**src/rtl/xlate_pkg.sv**
```systemverilog
// Shared types for the translation lookup array.
// Assumes: size codes other than base and large are never meant to match.
package xlate_pkg;
    typedef enum logic [1:0] {
        PG_BASE  = 2'b00,
        PG_LARGE = 2'b01,
        PG_RSV2  = 2'b10,
        PG_RSV3  = 2'b11
    } pg_size_e;
endpackage

```
**src/rtl/xlate_onehot_dec.sv**
```systemverilog
// Binary-to-one-hot line select, qualified by an enable.
// Assumes: idx is below 2**IDX_W (always true for an IDX_W-bit value).
module xlate_onehot_dec #(
    parameter int IDX_W = 3,
    localparam int N    = 1 << IDX_W
) (
    input  logic [IDX_W-1:0] idx,
    input  logic             en,
    output logic [N-1:0]     lines
);
    // Decode one line per index position.
    for (genvar i = 0; i < N; i++) begin : g_line
        assign lines[i] = en && (idx == IDX_W'(i));
    end
endmodule

```
**src/rtl/xlate_prio_enc.sv**
```systemverilog
// Lowest-index-first priority encoder over a request vector.
// Assumes: the caller qualifies idx with its own "any request" flag.
module xlate_prio_enc #(
    parameter int IDX_W = 3,
    localparam int N    = 1 << IDX_W
) (
    input  logic [N-1:0]     req,
    output logic [IDX_W-1:0] idx
);
    // Scan from the top down so that the lowest set bit is assigned last.
    always_comb begin
        idx = '0;
        for (int i = N - 1; i >= 0; i--) begin
            if (req[i]) idx = IDX_W'(i);
        end
    end
endmodule

```
**src/rtl/xlate_cam_entry.sv**
```systemverilog
// One lookup entry: stores key, size code and valid; compares with a
// size-dependent mask. Assumes flush has priority over a write.
module xlate_cam_entry
    import xlate_pkg::*;
#(
    parameter int KEY_W = 20,
    parameter int HI_W  = 10,
    localparam int LO_W = KEY_W - HI_W
) (
    input  logic             clk,
    input  logic             rst_n,
    input  logic             line_wr,
    input  logic             flush,
    input  logic [KEY_W-1:0] wr_vpn,
    input  logic [1:0]       wr_size,
    input  logic [KEY_W-1:0] look_vpn,
    output logic             match,
    output logic [1:0]       size_out
);
    logic             valid_q;
    logic [KEY_W-1:0] key_q;
    pg_size_e         size_q;
    logic             cmp;

    // State update: reset, then flush, then write.
    always_ff @(posedge clk) begin
        if (!rst_n) begin
            valid_q <= 1'b0;
            key_q   <= '0;
            size_q  <= PG_BASE;
        end else if (flush) begin
            valid_q <= 1'b0;
        end else if (line_wr) begin
            valid_q <= 1'b1;
            key_q   <= wr_vpn;
            size_q  <= pg_size_e'(wr_size);
        end
    end

    // Size-dependent compare: full key for base, upper segment for large.
    always_comb begin
        case (size_q)
            PG_BASE:  cmp = (key_q == look_vpn);
            PG_LARGE: cmp = (key_q[KEY_W-1:LO_W] == look_vpn[KEY_W-1:LO_W]);
            default:  cmp = 1'b0;
        endcase
    end

    assign match    = valid_q && cmp;
    assign size_out = size_q;

    // a qualified write without flush loads the entry.
    p_write_loads_r2: assert property (@(posedge clk) disable iff (!rst_n)
        (line_wr && !flush) |=> (valid_q && key_q == $past(wr_vpn)
                                 && size_out == $past(wr_size)));

    // flush empties the entry at the next edge.
    p_flush_clears_r9: assert property (@(posedge clk) disable iff (!rst_n)
        flush |=> !valid_q);

    // unused size codes never produce a match.
    p_rsv_nomatch_r5: assert property (@(posedge clk) disable iff (!rst_n)
        (size_out[1]) |-> !match);
endmodule

```
**src/rtl/xlate_cam_array.sv**
```systemverilog
// Array of 2**IDX_W lookup entries with write decode and priority select.
// Assumes: hit_idx and hit_size are only meaningful while hit is high.
module xlate_cam_array #(
    parameter int IDX_W = 3,
    parameter int KEY_W = 20,
    parameter int HI_W  = 10,
    localparam int N    = 1 << IDX_W
) (
    input  logic             clk,
    input  logic             rst_n,
    input  logic [KEY_W-1:0] look_vpn,
    input  logic             wr_en,
    input  logic [IDX_W-1:0] wr_idx,
    input  logic [KEY_W-1:0] wr_vpn,
    input  logic [1:0]       wr_size,
    input  logic             flush,
    output logic             hit,
    output logic [IDX_W-1:0] hit_idx,
    output logic [1:0]       hit_size
);
    logic [N-1:0] wr_lines;
    logic [N-1:0] match_vec;
    logic [1:0]   size_arr [N];

    xlate_onehot_dec #(.IDX_W(IDX_W)) u_dec (
        .idx   (wr_idx),
        .en    (wr_en),
        .lines (wr_lines)
    );

    for (genvar i = 0; i < N; i++) begin : g_ent
        xlate_cam_entry #(.KEY_W(KEY_W), .HI_W(HI_W)) u_ent (
            .clk      (clk),
            .rst_n    (rst_n),
            .line_wr  (wr_lines[i]),
            .flush    (flush),
            .wr_vpn   (wr_vpn),
            .wr_size  (wr_size),
            .look_vpn (look_vpn),
            .match    (match_vec[i]),
            .size_out (size_arr[i])
        );
    end

    xlate_prio_enc #(.IDX_W(IDX_W)) u_pri (
        .req (match_vec),
        .idx (hit_idx)
    );

    assign hit      = (|match_vec) && !flush;
    assign hit_size = size_arr[hit_idx];

    // no hit is reported during a flush cycle.
    p_flush_nohit_r8: assert property (@(posedge clk) disable iff (!rst_n)
        flush |-> !hit);

    // the reported index really matches.
    p_idx_matches_r6: assert property (@(posedge clk) disable iff (!rst_n)
        hit |-> match_vec[hit_idx]);

    // no lower-indexed entry matches when a hit is reported.
    p_lowest_wins_r7: assert property (@(posedge clk) disable iff (!rst_n)
        hit |-> ((match_vec & ((N'(1) << hit_idx) - N'(1))) == '0));

    // at most one entry is selected for writing.
    p_one_line_r2: assert property (@(posedge clk) disable iff (!rst_n)
        $onehot0(wr_lines));
endmodule

```
**config.mk**
```make
export PLATFORM = sky130hd
export DESIGN_NAME = xlate_cam_array
export DESIGN_NICKNAME = d
export VERILOG_FILES = /design/src/rtl/xlate_pkg.sv /design/src/rtl/xlate_onehot_dec.sv /design/src/rtl/xlate_prio_enc.sv /design/src/rtl/xlate_cam_entry.sv /design/src/rtl/xlate_cam_array.sv
export SDC_FILE = /design/constraint.sdc
export NUM_CORES = 1
export LEC_CHECK = 0
export ABC_AREA = 1
export BUFFER_PORTS_ARGS = -buffer_cell sky130_fd_sc_hd__buf_2
export CAP_MARGIN = 30
export CELL_PAD_IN_SITES_DETAIL_PLACEMENT = 0
export CELL_PAD_IN_SITES_GLOBAL_PLACEMENT = 1
export CORE_MARGIN = 2
export CORE_UTILIZATION = 40
export DETAILED_ROUTE_END_ITERATION = 6
export MAX_ROUTING_LAYER = met4
export PLACE_DENSITY_LB_ADDON = 0.1
export SYNTH_ARGS = -nofsm -noshare
export SYNTH_HDL_FRONTEND = slang
export SYNTH_SLANG_ARGS = --single-unit
export TNS_END_PERCENT = 10
```
**constraint.sdc**
```tcl
create_clock -name clk -period 2.3 [get_ports clk]
set_input_delay 0.23 -clock clk [delete_from_list [all_inputs] [get_ports clk]]
set_output_delay 0.23 -clock clk [all_outputs]
set_load 0.05 [all_outputs]
```
==> Flow_metrics.wiki <==
{| class="wikitable"
! Metric !! Value
|-
| Result of the run || complete, but fails checks
|-
| Violations in the final reports || setup timing
|-
| Fill cells || 2,463
|-
| Actual slew at the worst max-slew pin || 532.3 ps
|-
| Antenna Violating Nets Remaining || 0
|-
| Worst EP required || 2070 ps
|-
| Die span in y || 159.3 µm
|-
| Final estimated routing congestion in global placement || 0.9274
|-
| Yosys warns || 0
|-
| R2R cell count || 3
|-
| Leakage || 4.882 nW
|-
| GRT Util Overall || 29.60%
|-
| Worst setup skew after layout || 0 ps
|-
| Max Freq || 362.0 MHz
|-
| Critical register-to-register path startpoint || g_ent[7].u_ent.key_q[19]$_SDFFE_PN0P_
|-
| Synthesized net count || 1,486
|-
| Power per standard cell area || 608.3 nW/µm²
|-
| GR met2 Demand/Resource || 49.80%
|-
| Post-CTS clock slew at the launch and capture registers of the worst setup and hold paths || 80 ps
|-
| PnR worst setup slack || -462.1 ps
|-
| Insertion delay of the later-clocked pin in the worst-skew pair || 440 ps
|-
| Netlist cell types || 38
|-
| Number of synthesized flops with an enable pin || 0
|-
| H-tree lvl count || 4
|-
| Count of placed standard cells including taps || 1,898
|-
| Count of endpoints failing hold in the final timing report || 0
|-
| Area of the mapped netlist || 9649 µm²
|-
| Final period demand of the worst path || 2762 ps
|-
| Area delta synth->final || 24.77%
|-
| Critical Path End Type || primary output
|-
| Number of DRC markers in iteration 0 || 687
|-
| Multi-input gate area || 4964 µm²
|-
| Endpoints failing setup || 6
|-
| Part of the Yosys area used for sequential elements || 38.17%
|-
| Busiest metal layer after global routing || met2
|-
| Unrepaired setup endpoints after global routing || yes
|-
| Total via count in the routed design || 9,861
|-
| Type of the tightest min-delay check || primary input to flop
|-
| Residual DRC count || 0
|-
| Via count of the first global-routing pass || 9,564
|-
| Number of storage elements in the synthesis netlist || 184
|-
| Area of the core || 23,540 µm²
|-
| Number of sinks handled by clock tree synthesis || 184
|-
| Synth Flop Type || dfxtp_1
|-
| Fraction of the cycle the final worst path needs || 120.1%
|-
| Wire length of the first global-routing pass || 55,990 µm
|-
| Finished Layout Cells || 1,933
|-
| Per-instance average area after synthesis || 6.715 µm²
|-
| Count of final max-slew check failures || 0
|-
| Initial core utilization || 40.99%
|-
| Longest Clk Path Bufs || 2
|-
| Number of detailed-route iterations in the first pass || 7
|-
| CTS Hold Buffers Added || 0
|-
| Number of buffers inserted during clock tree synthesis || 17
|-
| Number of rows in the core area || 56
|-
| Sequential cell area in the final layout || 3694 µm²
|-
| DRT Wirelength || 35,880 µm
|-
| Number of maximum-capacitance violations || 0
|-
| Met3 global-route usage || 3.490%
|-
| Cell chosen for the clock root || clkbuf_16
|-
| Startpoint Class || flop
|-
| Crit path launch || g_ent[1].u_ent.key_q[2]$_SDFFE_PN0P_
|-
| Layout net count || 1,648
|-
| Initial antenna violation count || 2
|-
| Worst supply voltage drop on vdd || 0.0003628 V
|-
| Maximum number of pins on one net before global-route repair || 45
|-
| GRT overflow || 0
|-
| Arrival time reported for the critical path endpoint || 2530 ps
|-
| Top-level port count || 55
|-
| Critical path start-end classification || flop to primary output
|-
| Drt wl/cell || 18.56 µm
|-
| Horiz. Die Dim || 159.3 µm
|-
| Detailed placer's ending HPWL || 26,400 µm
|-
| Met1 track demand over resource in global routing || 36.91%
|-
| Largest driver fanout on the critical path || 7
|-
| Fraction of layout instances using a drive strength above 1 || 20.04%
|-
| Die ar. || 25,380 µm²
|-
| TritonCTS clock tree || yes
|-
| Hold Path Stages || 3
|-
| Port Buf Inserts || 54
|-
| Relative slew slack || 64.18%
|-
| Power consumption || 0.007324 W
|-
| Count of mapped cells out of synthesis || 1,437
|-
| Via/cell ratio || 5.101
|-
| Share of async-settable or async-resettable flops after synthesis || 0%
|-
| Hold_sp || wr_vpn[1]
|}
[what timing repair did]
item | CTS | global route
gates resized for setup | 39 | 17
endpoints found under the hold margin | 0 | 0
endpoints found under the setup margin | 6 | 6
pin swaps | 7 | 10
buffers inserted | 1 | 1
[critical path, cell delays in order, from the launching register on]
cell,delay (ps)
dfxtp_2,340
inv_2,40
nand2_1,50
nand4_1,140
nor4_2,230
nand3_1,170
nand2_2,110
nand4_1,230
nand2_2,190
nand2_4,90
nand2_1,60
nand3_1,60
nand3_1,80
nand2_1,70
inv_1,70
buf_6,150
[layout make-up]
class / instances / share of cell area (%)
Multi-Input combinational cell: 982 / 41.23
Clock buffer: 18 / 3.648
Antenna cell: 2 / 0.04157
Clock inverter: 14 / 1.258
Sequential cell: 184 / 30.68
Inverter: 198 / 6.215
Timing Repair Buffer: 216 / 13.61
Tap cell: 319 / 3.315
[power by group]
group / switching (W) / internal [W]
clock: 0.00148 / 0.00158
sequential: 0.0000354 / 0.00325
combinational: 0.000617 / 0.000366
total: 0.00213 / 0.00519
[state kept, by name, indices dropped and copies added, names as in the netlist]
| register | cells |
|---|---|
| g_ent.u_ent.size_out | 16 |
| g_ent.u_ent.key_q | 160 |
| g_ent.u_ent.valid_q | 8 |
[cell usage in the layout (no fill, tap or decap), types with 9 or more instances in the layout]
| master | Yosys | routed |
|---|---|---|
| clkbuf_16 | 0 | 17 |
| buf_12 | 1 | 9 |
| xor2_1 | 24 | 24 |
| nand2_2 | 6 | 12 |
| dfxtp_1 | 184 | 176 |
| o21ai_0 | 157 | 156 |
| nor3_1 | 13 | 12 |
| xnor2_1 | 24 | 22 |
| buf_4 | 13 | 155 |
| nand4_1 | 40 | 40 |
| nand2_1 | 273 | 267 |
| nand3_1 | 79 | 78 |
| o22ai_1 | 26 | 26 |
| nor2_1 | 115 | 107 |
| a21oi_1 | 182 | 181 |
| inv_1 | 181 | 177 |
| buf_2 | 1 | 47 |
| inv_2 | 13 | 17 |
[path summary, 6_finish.rpt]
check                                          end  slack [ps]
max                                    hit_size[0]        -460
min           g_ent[1].u_ent.key_q[1]$_SDFFE_PN0P_         170
max reg2reg  g_ent[7].u_ent.key_q[19]$_SDFFE_PN0P_        1510
min reg2reg  g_ent[4].u_ent.key_q[14]$_SDFFE_PN0P_         460
[synth_stat cells (2+ instances only)]
library cell,count,area [µm²]
nand2_1,273,1025
dfxtp_1,184,3684
a21oi_1,182,910.9
inv_1,181,679.4
o21ai_0,157,785.8
nor2_1,115,431.7
nand3_1,79,395.4
clkbuf_1,52,195.2
nand4_1,40,250.2
o22ai_1,26,162.7
xnor2_1,24,210.2
xor2_1,24,210.2
buf_4,13,97.59
inv_2,13,48.80
nor3_1,13,65.06
nor4_1,12,75.07
buf_6,6,67.56
nand2_2,6,37.54
o21ai_1,6,30.03
nand2_4,4,45.04
nand3b_1,3,22.52
nor3_2,3,30.03
clkinv_1,2,7.510
inv_4,2,12.51
nor3b_1,2,15.01
o211ai_1,2,15.01
o22ai_2,2,25.02
[cells by family (layout without fill, tap and decap cells)]
logic type | after synthesis | in the layout | share of synthesized area, %
AND/OR/NAND/NOR | 553 | 553 | 25.05
flip-flops | 184 | 184 | 38.17
other | 0 | 2 | 0
AO/OA/AOI/OAI | 381 | 381 | 20.67
XOR/XNOR | 48 | 48 | 4.357
buffers and inverters | 271 | 446 | 11.75
[through the flow]
step | setup slack (ps) | instance area [µm²] | setup TNS, ps | util (%) | hold WS (ps)
2_1_floorplan | -78.62 | 9658 | -91.50 | - | 364.9
3_3_place_gp | -394.0 | 11270 | -1505 | 47.85 | 442.5
3_5_place_dp | -379.3 | 11270 | -1534 | 47.85 | 451.1
4_1_cts | -450.7 | 11970 | -2020 | 50.86 | 160.6
5_1_grt | -646.5 | 12040 | -2987 | 51.14 | 179.8
6_report | -462.1 | 12040 | -2101 | 51.14 | 173.3
[routing by layer]
metal / part of all wire (%) / vias to the layer above / wire [µm]
li1: - / 5042 / -
met1: 45 / 4528 / 16030
met2: 48 / 226 / 17390
met3: 4.0 / 65 / 1418
met4: 2.9 / 0 / 1036
met5: 0 / - / 0
(Power assumes the default switching activity.)
